### config.mk
export PLATFORM = sky130hd
export DESIGN_NAME = sd_desc_dma
export DESIGN_NICKNAME = d
export VERILOG_FILES = /design/src/rtl/sd_desc_dma_pkg.sv /design/src/rtl/sd_desc_dma_sizer.sv /design/src/rtl/sd_desc_dma_flags.sv /design/src/rtl/sd_desc_dma.sv
export SDC_FILE = /design/constraint.sdc
export NUM_CORES = 1
export LEC_CHECK = 0
export BUFFER_PORTS_ARGS = -buffer_cell sky130_fd_sc_hd__buf_4
export CAP_MARGIN = 0
export CORE_MARGIN = 5
export CORE_UTILIZATION = 40
export CTS_CLUSTER_DIAMETER = 150
export DETAILED_ROUTE_END_ITERATION = 8
export SLEW_MARGIN = 10
export SYNTH_ARGS = -nofsm -noshare
export SYNTH_HDL_FRONTEND = slang
export SYNTH_SLANG_ARGS = --single-unit
export TNS_END_PERCENT = 20
### constraint.sdc
create_clock -name clk -period 7.15 [get_ports clk]
set_input_delay 1.43 -clock clk [delete_from_list [all_inputs] [get_ports clk]]
set_output_delay 1.43 -clock clk [all_outputs]
set_load 0.03 [all_outputs]
### src/rtl/sd_desc_dma_pkg.sv
package sd_desc_dma_pkg;

    localparam int WORD_W = 32;

    // descriptor status word bits
    localparam int ST_HOLD = 31;
    localparam int ST_ERR  = 30;
    localparam int ST_LAST = 2;

    // completion bit positions decoded by the neighbouring status registers
    localparam int RAW_DATA_DONE = 3;
    localparam int RAW_AUX       = 16;
    localparam int DMA_SUMMARY   = 8;
    localparam int DMA_TX        = 0;
    localparam int DMA_RX        = 1;

    typedef enum logic [3:0] {
        PH_IDLE,
        PH_FETCH,
        PH_SETUP,
        PH_MEMRD,
        PH_CARDW,
        PH_CARDR,
        PH_MEMWR,
        PH_WBACK,
        PH_FINISH
    } phase_t;

endpackage

### src/rtl/sd_desc_dma_sizer.sv
module sd_desc_dma_sizer #(
    parameter int MAX_DESC_BYTES = 65536,
    parameter int CNT_W          = 32,
    parameter int SIZE_W         = $clog2(MAX_DESC_BYTES) + 1
) (
    input  logic [31:0]       size_i,
    input  logic [CNT_W-1:0]  remain_i,
    output logic [SIZE_W-1:0] bytes_o,
    output logic [SIZE_W-1:0] words_o
);

    logic [SIZE_W-1:0] eff;
    logic [SIZE_W:0]   rounded;

    always_comb begin
        if (size_i == 32'd0 || size_i > 32'(MAX_DESC_BYTES))
            eff = SIZE_W'(MAX_DESC_BYTES);
        else
            eff = size_i[SIZE_W-1:0];

        if (remain_i < CNT_W'(eff))
            bytes_o = remain_i[SIZE_W-1:0];
        else
            bytes_o = eff;

        rounded = {1'b0, bytes_o} + (SIZE_W+1)'(3);
        words_o = {1'b0, rounded[SIZE_W:2]};
    end

endmodule

### src/rtl/sd_desc_dma_flags.sv
module sd_desc_dma_flags
    import sd_desc_dma_pkg::*;
(
    input  logic              fire_i,
    input  logic              wr_i,
    output logic [WORD_W-1:0] raw_o,
    output logic [WORD_W-1:0] dma_o
);

    always_comb begin
        raw_o = '0;
        dma_o = '0;
        if (fire_i) begin
            raw_o[RAW_DATA_DONE] = 1'b1;
            raw_o[RAW_AUX]       = 1'b1;
            dma_o[DMA_SUMMARY]   = 1'b1;
            if (wr_i) dma_o[DMA_TX] = 1'b1;
            else      dma_o[DMA_RX] = 1'b1;
        end
    end

endmodule

### src/rtl/sd_desc_dma.sv
module sd_desc_dma
    import sd_desc_dma_pkg::*;
#(
    parameter int MAX_DESC_BYTES = 65536,
    parameter int CNT_W          = 32
) (
    input  logic             clk,
    input  logic             rst_n,
    input  logic             start_i,
    input  logic             dma_en_i,
    input  logic             is_write_i,
    input  logic [CNT_W-1:0] byte_count_i,
    input  logic [CNT_W-1:0] block_size_i,
    input  logic [31:0]      desc_base_i,
    input  logic             card_rdy_i,
    output logic             mem_req_o,
    output logic             mem_we_o,
    output logic [31:0]      mem_addr_o,
    output logic [31:0]      mem_wdata_o,
    input  logic             mem_ack_i,
    input  logic [31:0]      mem_rdata_i,
    input  logic             mem_err_i,
    output logic             cw_valid_o,
    output logic [31:0]      cw_data_o,
    input  logic             cw_ready_i,
    input  logic             cr_valid_i,
    input  logic [31:0]      cr_data_i,
    output logic             cr_ready_o,
    output logic             busy_o,
    output logic             done_o,
    output logic [CNT_W-1:0] remain_o,
    output logic [31:0]      raw_set_o,
    output logic [31:0]      dma_set_o
);

    localparam int SIZE_W = $clog2(MAX_DESC_BYTES) + 1;
    localparam logic [31:0] WORD_MASK = ~32'd3;

    typedef struct packed {
        phase_t              ph;
        logic                wr;
        logic [1:0]          widx;
        logic [31:0]         daddr;
        logic [31:0]         dstat;
        logic [31:0]         dsize;
        logic [31:0]         dbuf;
        logic [31:0]         dnext;
        logic [CNT_W-1:0]    remain;
        logic [SIZE_W-1:0]   chunk;
        logic [SIZE_W-1:0]   words;
        logic [31:0]         bptr;
        logic [31:0]         data;
        logic                err;
    } regs_t;

    regs_t r_q, r_d;

    logic [SIZE_W-1:0] sz_bytes, sz_words;
    logic [CNT_W-1:0]  rem_next;
    logic              start_ok;
    logic [31:0]       wb_word;

    sd_desc_dma_sizer #(
        .MAX_DESC_BYTES (MAX_DESC_BYTES),
        .CNT_W          (CNT_W),
        .SIZE_W         (SIZE_W)
    ) u_sizer (
        .size_i   (r_q.dsize),
        .remain_i (r_q.remain),
        .bytes_o  (sz_bytes),
        .words_o  (sz_words)
    );

    sd_desc_dma_flags u_flags (
        .fire_i (r_q.ph == PH_FINISH),
        .wr_i   (r_q.wr),
        .raw_o  (raw_set_o),
        .dma_o  (dma_set_o)
    );

    always_comb begin
        start_ok = dma_en_i && (byte_count_i != '0) && (block_size_i != '0)
                   && (is_write_i || card_rdy_i);

        if (r_q.remain > CNT_W'(r_q.chunk))
            rem_next = r_q.remain - CNT_W'(r_q.chunk);
        else
            rem_next = '0;

        wb_word          = r_q.dstat;
        wb_word[ST_HOLD] = 1'b0;
        if (r_q.err) wb_word[ST_ERR] = 1'b1;

        r_d = r_q;
        unique case (r_q.ph)
            PH_IDLE: begin
                if (start_i && start_ok) begin
                    r_d.ph     = PH_FETCH;
                    r_d.wr     = is_write_i;
                    r_d.remain = byte_count_i;
                    r_d.daddr  = desc_base_i & WORD_MASK;
                    r_d.widx   = 2'd0;
                    r_d.err    = 1'b0;
                end
            end
            PH_FETCH: begin
                if (mem_ack_i) begin
                    unique case (r_q.widx)
                        2'd0: r_d.dstat = mem_rdata_i;
                        2'd1: r_d.dsize = mem_rdata_i;
                        2'd2: r_d.dbuf  = mem_rdata_i;
                        default: r_d.dnext = mem_rdata_i;
                    endcase
                    r_d.widx = r_q.widx + 2'd1;
                    if (mem_err_i)
                        r_d.ph = PH_FINISH;
                    else if (r_q.widx == 2'd3)
                        r_d.ph = PH_SETUP;
                end
            end
            PH_SETUP: begin
                r_d.chunk = sz_bytes;
                r_d.words = sz_words;
                r_d.bptr  = r_q.dbuf & WORD_MASK;
                if (sz_words == '0)
                    r_d.ph = PH_WBACK;
                else
                    r_d.ph = r_q.wr ? PH_MEMRD : PH_CARDR;
            end
            PH_MEMRD: begin
                if (mem_ack_i) begin
                    if (mem_err_i) begin
                        r_d.err = 1'b1;
                        r_d.ph  = PH_WBACK;
                    end else begin
                        r_d.data = mem_rdata_i;
                        r_d.ph   = PH_CARDW;
                    end
                end
            end
            PH_CARDW: begin
                if (cw_ready_i) begin
                    r_d.bptr  = r_q.bptr + 32'd4;
                    r_d.words = r_q.words - SIZE_W'(1);
                    r_d.ph    = (r_q.words == SIZE_W'(1)) ? PH_WBACK : PH_MEMRD;
                end
            end
            PH_CARDR: begin
                if (cr_valid_i) begin
                    r_d.data = cr_data_i;
                    r_d.ph   = PH_MEMWR;
                end
            end
            PH_MEMWR: begin
                if (mem_ack_i) begin
                    if (mem_err_i) begin
                        r_d.err = 1'b1;
                        r_d.ph  = PH_WBACK;
                    end else begin
                        r_d.bptr  = r_q.bptr + 32'd4;
                        r_d.words = r_q.words - SIZE_W'(1);
                        r_d.ph    = (r_q.words == SIZE_W'(1)) ? PH_WBACK : PH_CARDR;
                    end
                end
            end
            PH_WBACK: begin
                if (mem_ack_i) begin
                    if (r_q.err || mem_err_i) begin
                        r_d.ph = PH_FINISH;
                    end else begin
                        r_d.remain = rem_next;
                        if (r_q.dstat[ST_LAST] || rem_next == '0) begin
                            r_d.ph = PH_FINISH;
                        end else begin
                            r_d.daddr = r_q.dnext & WORD_MASK;
                            r_d.widx  = 2'd0;
                            r_d.ph    = PH_FETCH;
                        end
                    end
                end
            end
            PH_FINISH: r_d.ph = PH_IDLE;
            default:   r_d.ph = PH_IDLE;
        endcase
    end

    always_ff @(posedge clk or negedge rst_n) begin
        if (!rst_n) r_q <= '0;
        else        r_q <= r_d;
    end

    always_comb begin
        mem_req_o   = 1'b0;
        mem_we_o    = 1'b0;
        mem_addr_o  = '0;
        mem_wdata_o = '0;
        unique case (r_q.ph)
            PH_FETCH: begin
                mem_req_o  = 1'b1;
                mem_addr_o = r_q.daddr + {28'd0, r_q.widx, 2'b00};
            end
            PH_MEMRD: begin
                mem_req_o  = 1'b1;
                mem_addr_o = r_q.bptr;
            end
            PH_MEMWR: begin
                mem_req_o   = 1'b1;
                mem_we_o    = 1'b1;
                mem_addr_o  = r_q.bptr;
                mem_wdata_o = r_q.data;
            end
            PH_WBACK: begin
                mem_req_o   = 1'b1;
                mem_we_o    = 1'b1;
                mem_addr_o  = r_q.daddr;
                mem_wdata_o = wb_word;
            end
            default: ;
        endcase
        cw_valid_o = (r_q.ph == PH_CARDW);
        cw_data_o  = r_q.data;
        cr_ready_o = (r_q.ph == PH_CARDR);
        busy_o     = (r_q.ph != PH_IDLE);
        done_o     = (r_q.ph == PH_FINISH);
        remain_o   = r_q.remain;
    end

endmodule

==> results of run 1 <==
-- synth_stat cells, types with 9 or more instances --
master | instances | area [µm²]
or3_1 | 12 | 75.1
xnor2_1 | 33 | 289
a22oi_1 | 10 | 75.1
a211oi_1 | 20 | 150
nand4_1 | 19 | 119
mux2i_1 | 74 | 741
o22ai_1 | 15 | 93.8
a221o_1 | 13 | 130
nor3_1 | 52 | 260
buf_1 | 18 | 67.6
nor2_1 | 169 | 634
mux2_2 | 125 | 1410
nand3_1 | 65 | 325
and3_1 | 29 | 181
nand2b_1 | 10 | 62.6
o211ai_1 | 14 | 105
dfrtp_1 | 289 | 7230
a31oi_1 | 17 | 106
o21ai_0 | 174 | 871
a221oi_1 | 9 | 78.8
mux2_4 | 28 | 420
nand2_1 | 216 | 811
clkbuf_1 | 101 | 379
ha_1 | 43 | 538
buf_4 | 128 | 961
a21o_1 | 11 | 82.6
nor4_1 | 41 | 257
o31ai_1 | 10 | 75.1
inv_1 | 65 | 244
a21oi_1 | 165 | 826
and2_1 | 10 | 62.6
-- state kept, by name, summed over array words and instances, names as in the netlist --
register and cells:
cw_data_o 32, r_q 225, remain_o 32
-- layer usage --
layer	part of all wire (%)	vias to the layer above
li1	-	7795
met1	45	8369
met2	45	634
met3	7.3	76
met4	2.2	2
met5	0.025	-
-- per-stage QoR --
stage | cell area [µm²] | worst slack, ns
4_1_cts | 22200 | 1.63
3_3_place_gp | 20900 | 1.78
5_1_grt | 22200 | 1.07
6_report | 22200 | 1.53
2_1_floorplan | 19100 | 2.67
3_5_place_dp | 20900 | 1.69
-- cell families after synthesis --
logic type	after synthesis	share of synthesized area, %
adder cells (fa/ha/maj)	45	3.06
multiplexers	228	13.7
XOR/XNOR	41	1.90
other	1	0.0199
flip-flops	289	38.3
AND/OR/NAND/NOR	659	16.4
buffers and inverters	326	9.25
AO/OA/AOI/OAI	534	17.4
-- layout make-up --
class | count | area, µm² | share of cell area, %
antenna | 2 | 5.00 | 0.0226
clock buffer | 55 | 1100 | 4.97
clock inverter | 10 | 115 | 0.519
inverter | 66 | 248 | 1.12
multi-input combinational | 1568 | 10200 | 46.0
sequential | 289 | 7230 | 32.6
tap | 607 | 759 | 3.43
timing repair buffer | 330 | 2500 | 11.3
-- worst max-delay path, stage by stage (launching register included) --
cell and delay [ns]:
dfrtp_1 0.44, or2_2 0.34, nor4_1 0.41, and3_1 0.35, o21a_1 0.49, buf_4 0.32, nand2_1 0.11, ha_1 0.33
nand4_1 0.13, nor4_1 0.34, nand3_1 0.13, o221ai_1 0.21, a311o_2 0.86, mux2_2 0.46, nor2_1 0.21, a21oi_1 0.11
a311oi_1 0.25
-- cells in the final DEF, fill, tap and decap left out, types with 65 or more instances in the layout --
cell     synthesis  layout
a21oi_1        165     165
buf_4          128     328
dfrtp_1        289     288
inv_1           65      65
mux2_2         125     125
mux2i_1         74      74
nand2_1        216     215
nand3_1         65      65
nor2_1         169     166
o21ai_0        174     174
-- worst paths after layout --
check	start	end	slack, ns	depth (start not counted)
setup / recovery	r_q[195]	r_q[80]	1.53	16
hold / removal	r_q[178]	r_q[48]	0.48	2
setup reg to reg	r_q[195]	r_q[80]	1.53	16
hold reg to reg	r_q[178]	r_q[48]	0.48	2
max in group asynchronous	rst_n	r_q[278]	4.93	2
min in group asynchronous	rst_n	remain_o[29]	0.89	1
-- power by group --
part / total (µW) / internal, µW / switching [µW] / leakage (µW)
logic: 4900 / 1930 / 2970 / 0.00582
clock network: 1860 / 1110 / 755 / 0.000603
registers: 3200 / 2350 / 852 / 0.00365
==> flow_summary.yaml, run 1 <==
worst_setup_path:
  endpoint_kind: "flop"
  critPathKind: "flop to flop"
  worst_ep_arrival_time_ns: 6.05
  crit_path_max_fanout: 56
  start_kind: "flop"
  critPathRequiredTime_ns: 7.58
detailed_routing:
  firstDrtPassIters: 5
  vias_per_cell: 5.77
  drc: 0
  drtAntennaViolNets: 0
  vias: 16900
  dr.first_iter.drc_count: 1528
  wire_per_inst_um: 22.0
  totalWireLength_um: 64400
place:
  hpwl_um: 48000
  numPortBuffers: 304
  place_inst: 2860
  gp_congestion: 0.953
clocking:
  insertion_delay_ns: 0.56
  clock_path_buffers: 3
  hold_buffers: 0
  root_buffer: "clkbuf_16"
  cts_resized: 0
  cts_sinks: 289
  cts_tree: "built"
  clk_pin_slew_ns: 0.06
  htree_levels: 2
  post_cts_buffers: 0
  numCtsBuffers: 36
global_routing:
  gr-total-overflow: 0
  grt_pass1_wl_um: 97200
  grt_use_met1_pct: 34.9
  met2_usage_pct: 36.9
  first_global_vias: 16100
  grt_usage_pct: 24.0
  grt_antenna_before_repair: 6
  use_met3_pct: 5.02
  busiest_layer: "met2"
  grt_start_max_net_pins: 101
sta:
  hold_slack_ns: 0.475
  fin_worst_skew_ns: 0.0319
  setup_violations: 0
  finalCriticalPeriod_ns: 5.62
  fmax_mhz: 178
  slew_viol_final: 0
  rsz0062_at_grt: "false"
  post-route-period-util_pct: 78.6
  maxSlewHeadroom_pct: 16.0
  finalHoldViolations: 0
  worst_pin_slew_ns: 1.25
  setup_tns_ns: 0
run:
  max-cap-violations: 0
finish:
  final_nets: 2506
  drive_gt1_share_pct: 24.5
  area_delta_synth_final_pct: 17.4
  nFillCells: 4483
  finalNonFillerCells: 2927
  final_util_pct: 47.5
power_and_ir_drop:
  ir_drop_uv: 253
  p_total_uw: 9960
  power.density_mw_per_mm2: 449
  leakage_uw: 0.0101
synthesis:
  ys_ff_latch: 289
  ys_seq_area_share_pct: 38.3
  yosysUniqueCellTypes: 81
  postSynthAreaPerCell_um2: 8.89
  synth-edff-count: 0
  ys.flop_type: "dfrtp_1"
  async_flop_share_pct: 100
  synthesis.instances: 2123
  yosysWarnings: 0
  syn-cell-area_mm2: 0.0189
die:
  die_y_um: 227
  dieWidth_um: 227
  rows: 79
  core_mm2: 0.0467
  ios: 368
  initial_core_util_pct: 40.5
  dieArea_mm2: 0.0516
outcome:
  outcome: "complete, no violations"
min_path:
  hold_class: "flop to flop"
No activity file was read; power rests on OpenSTA's default activity.
==> run 2: changes to the inputs <==
- clock period: 7.15 -> 5.15 ns (I/O delays scaled with it)
==> flow_summary.yaml, run 2 (synthesis gave the netlist of run 1 again) <==
worst_setup_path:
  r2r_end: "r_q[296]"
  cp_num_cells: 10
  worst_ep_arrival_time_ns: 3.79
  crit_path_top_delay_cell: "o311ai_0"
  critPathTopFamily: "simple AND/OR/NAND/NOR gates"
  start_kind: "flop"
  critPathKind: "flop to output pin"
  endpoint_kind: "output pin"
  cp.buffers_inverters: 1
  critPathRequiredTime_ns: 4.12
  crit_path_max_fanout: 7
  worstPathCellList: "ha_1 > fa_1 > nand3_1 > nor2_1 > and3_1 > and3_1 > and2_1 > nand2_1 > o311ai_0 > buf_4"
  slowest_delay_ns: 0.59
  ff2ff_path_depth: 17
  reg2reg_slack_ns: 0.51
  cp_common_cell: "and3_1"
  timing.rr.start: "r_q[195]"
clocking:
  clock_path_buffers: 3
  root_buffer: "clkbuf_16"
  insertion_delay_ns: 0.57
  clk_pin_slew_ns: 0.06
  cts_tree: "built"
  htree_levels: 2
  numCtsBuffers: 36
  hold_buffers: 0
  cts_sinks: 289
sta:
  worst_pin_slew_ns: 1.03
  setup_violations: 0
  fin_worst_skew_ns: 0.0253
  finalHoldViolations: 0
  fmax_mhz: 208
  maxSlewHeadroom_pct: 31.3
  finalCriticalPeriod_ns: 4.82
  setup_tns_ns: 0
  post-route-period-util_pct: 93.6
  rsz0062_at_grt: "false"
  slew_viol_final: 0
power_and_ir_drop:
  power.density_mw_per_mm2: 626
  switching_power_uw: 6460
  clock_power_share_pct: 18.4
  switching_share_pct: 46.1
  ir_drop_uv: 360
  power.share.sequential_pct: 31.1
  internal-power_uw: 7550
  combPwrFrac_pct: 50.6
  leakage_uw: 0.0102
finish:
  top_register: "r_q"
  area_delta_synth_final_pct: 18.6
  num_antenna_cells: 0
  largest_reg_flops: 225
  finalNonFillerCells: 2949
  final_nets: 2533
  drive_gt1_share_pct: 25.2
  mostFrequentLayoutCells: "buf_4, dfrtp_1, nand2_1"
  nFillCells: 4425
  mostFrequentLayoutCell: "buf_4"
outcome:
  outcome: "complete, no violations"
detailed_routing:
  drc: 0
  routed-wl-met3_um: 4730
  wl_met2_um: 29800
  wire_per_inst_um: 22.4
  totalWireLength_um: 66100
  vias: 17000
  dr.first_iter.drc_count: 1420
  drt-met1-wl_um: 30400
  firstDrtPassIters: 5
  highest_layer: "met4"
  vias_per_cell: 5.77
  drtAntennaViolNets: 0
global_routing:
  grt_antenna_before_repair: 3
  grt_start_max_net_pins: 117
  grt_pass1_wl_um: 100000
  first_global_vias: 16400
  gr-total-overflow: 0
  grt_usage_pct: 24.7
die:
  initial_core_util_pct: 40.5
  dieWidth_um: 227
  dieArea_mm2: 0.0516
  rows: 79
  die_y_um: 227
  ios: 368
  core_mm2: 0.0467
place:
  gp_congestion: 0.950
  hpwl_um: 49600
  numPortBuffers: 304
  place_inst: 2887
min_path:
  min_path_cells: 2
  min_from: "r_q[75]"
  hold_class: "flop to flop"
  worst_hold_path.endpoint: "r_q[75]"
run:
  max-cap-violations: 0
==> run 2: through the flow <==
stage	setup WS, ns	total power (µW)	area (µm²)	utilization [%]	hold WS, ns
6_report	0.331	14000	22400	48.0	0.476
3_3_place_gp	0.561	11200	21200	45.4	0.460
5_1_grt	0.0597	14800	22400	48.0	0.499
2_1_floorplan	0.830	9210	19100	-	0.443
4_1_cts	0.380	14000	22400	48.0	0.478
3_5_place_dp	0.464	11400	21200	45.4	0.464
==> run 2: worst max-delay path by stage <==
stage,from,end,slack [ns]
floorplan,r_q[196],r_q[296],0.83
global placement,r_q[195],r_q[296],0.56
detailed placement,r_q[195],r_q[80],0.46
CTS,r_q[291],mem_addr_o[18],0.38
global route,r_q[195],r_q[80],0.06
finish,r_q[291],mem_addr_o[22],0.33
==> run 2: power by group through the flow <==
stage	Combinational, µW	Clock (µW)	Sequential, µW
CTS	7030	2630	4320
floorplan	5290	0	3920
detailed placement	7000	0	4350
global placement	6900	0	4300
global route	7630	2710	4480
finish	7090	2570	4350
==> run 2: tightest hold or removal path, stage by stage (launching register included) <==
cell and delay, ns:
dfrtp_1 0.33, nand2_1 0.05, o21ai_0 0.06
==> run 2: layout make-up <==
class                      instances  area [µm²]  share of cell area, %
multi-input combinational       1568       10200                   45.6
sequential                       289        7230                   32.3
timing repair buffer             357        2740                   12.2
clock buffer                      52        1030                   4.61
tap                              607         759                   3.39
inverter                          66         248                   1.11
clock inverter                    10         168                  0.749
==> run 2: metal layers <==
layer  track usage (%)  up-vias
met5                 0        -
met4              5.15        0
met3              4.87       70
met2              38.0      673
met1              36.6     8421
li1                  -     7848
==> run 2: repair_timing <==
item,4_1_cts,5_1_grt
gates resized for setup,0,1
endpoints found under the hold margin,0,0
setup endpoints to repair,0,4
buffers inserted,0,0
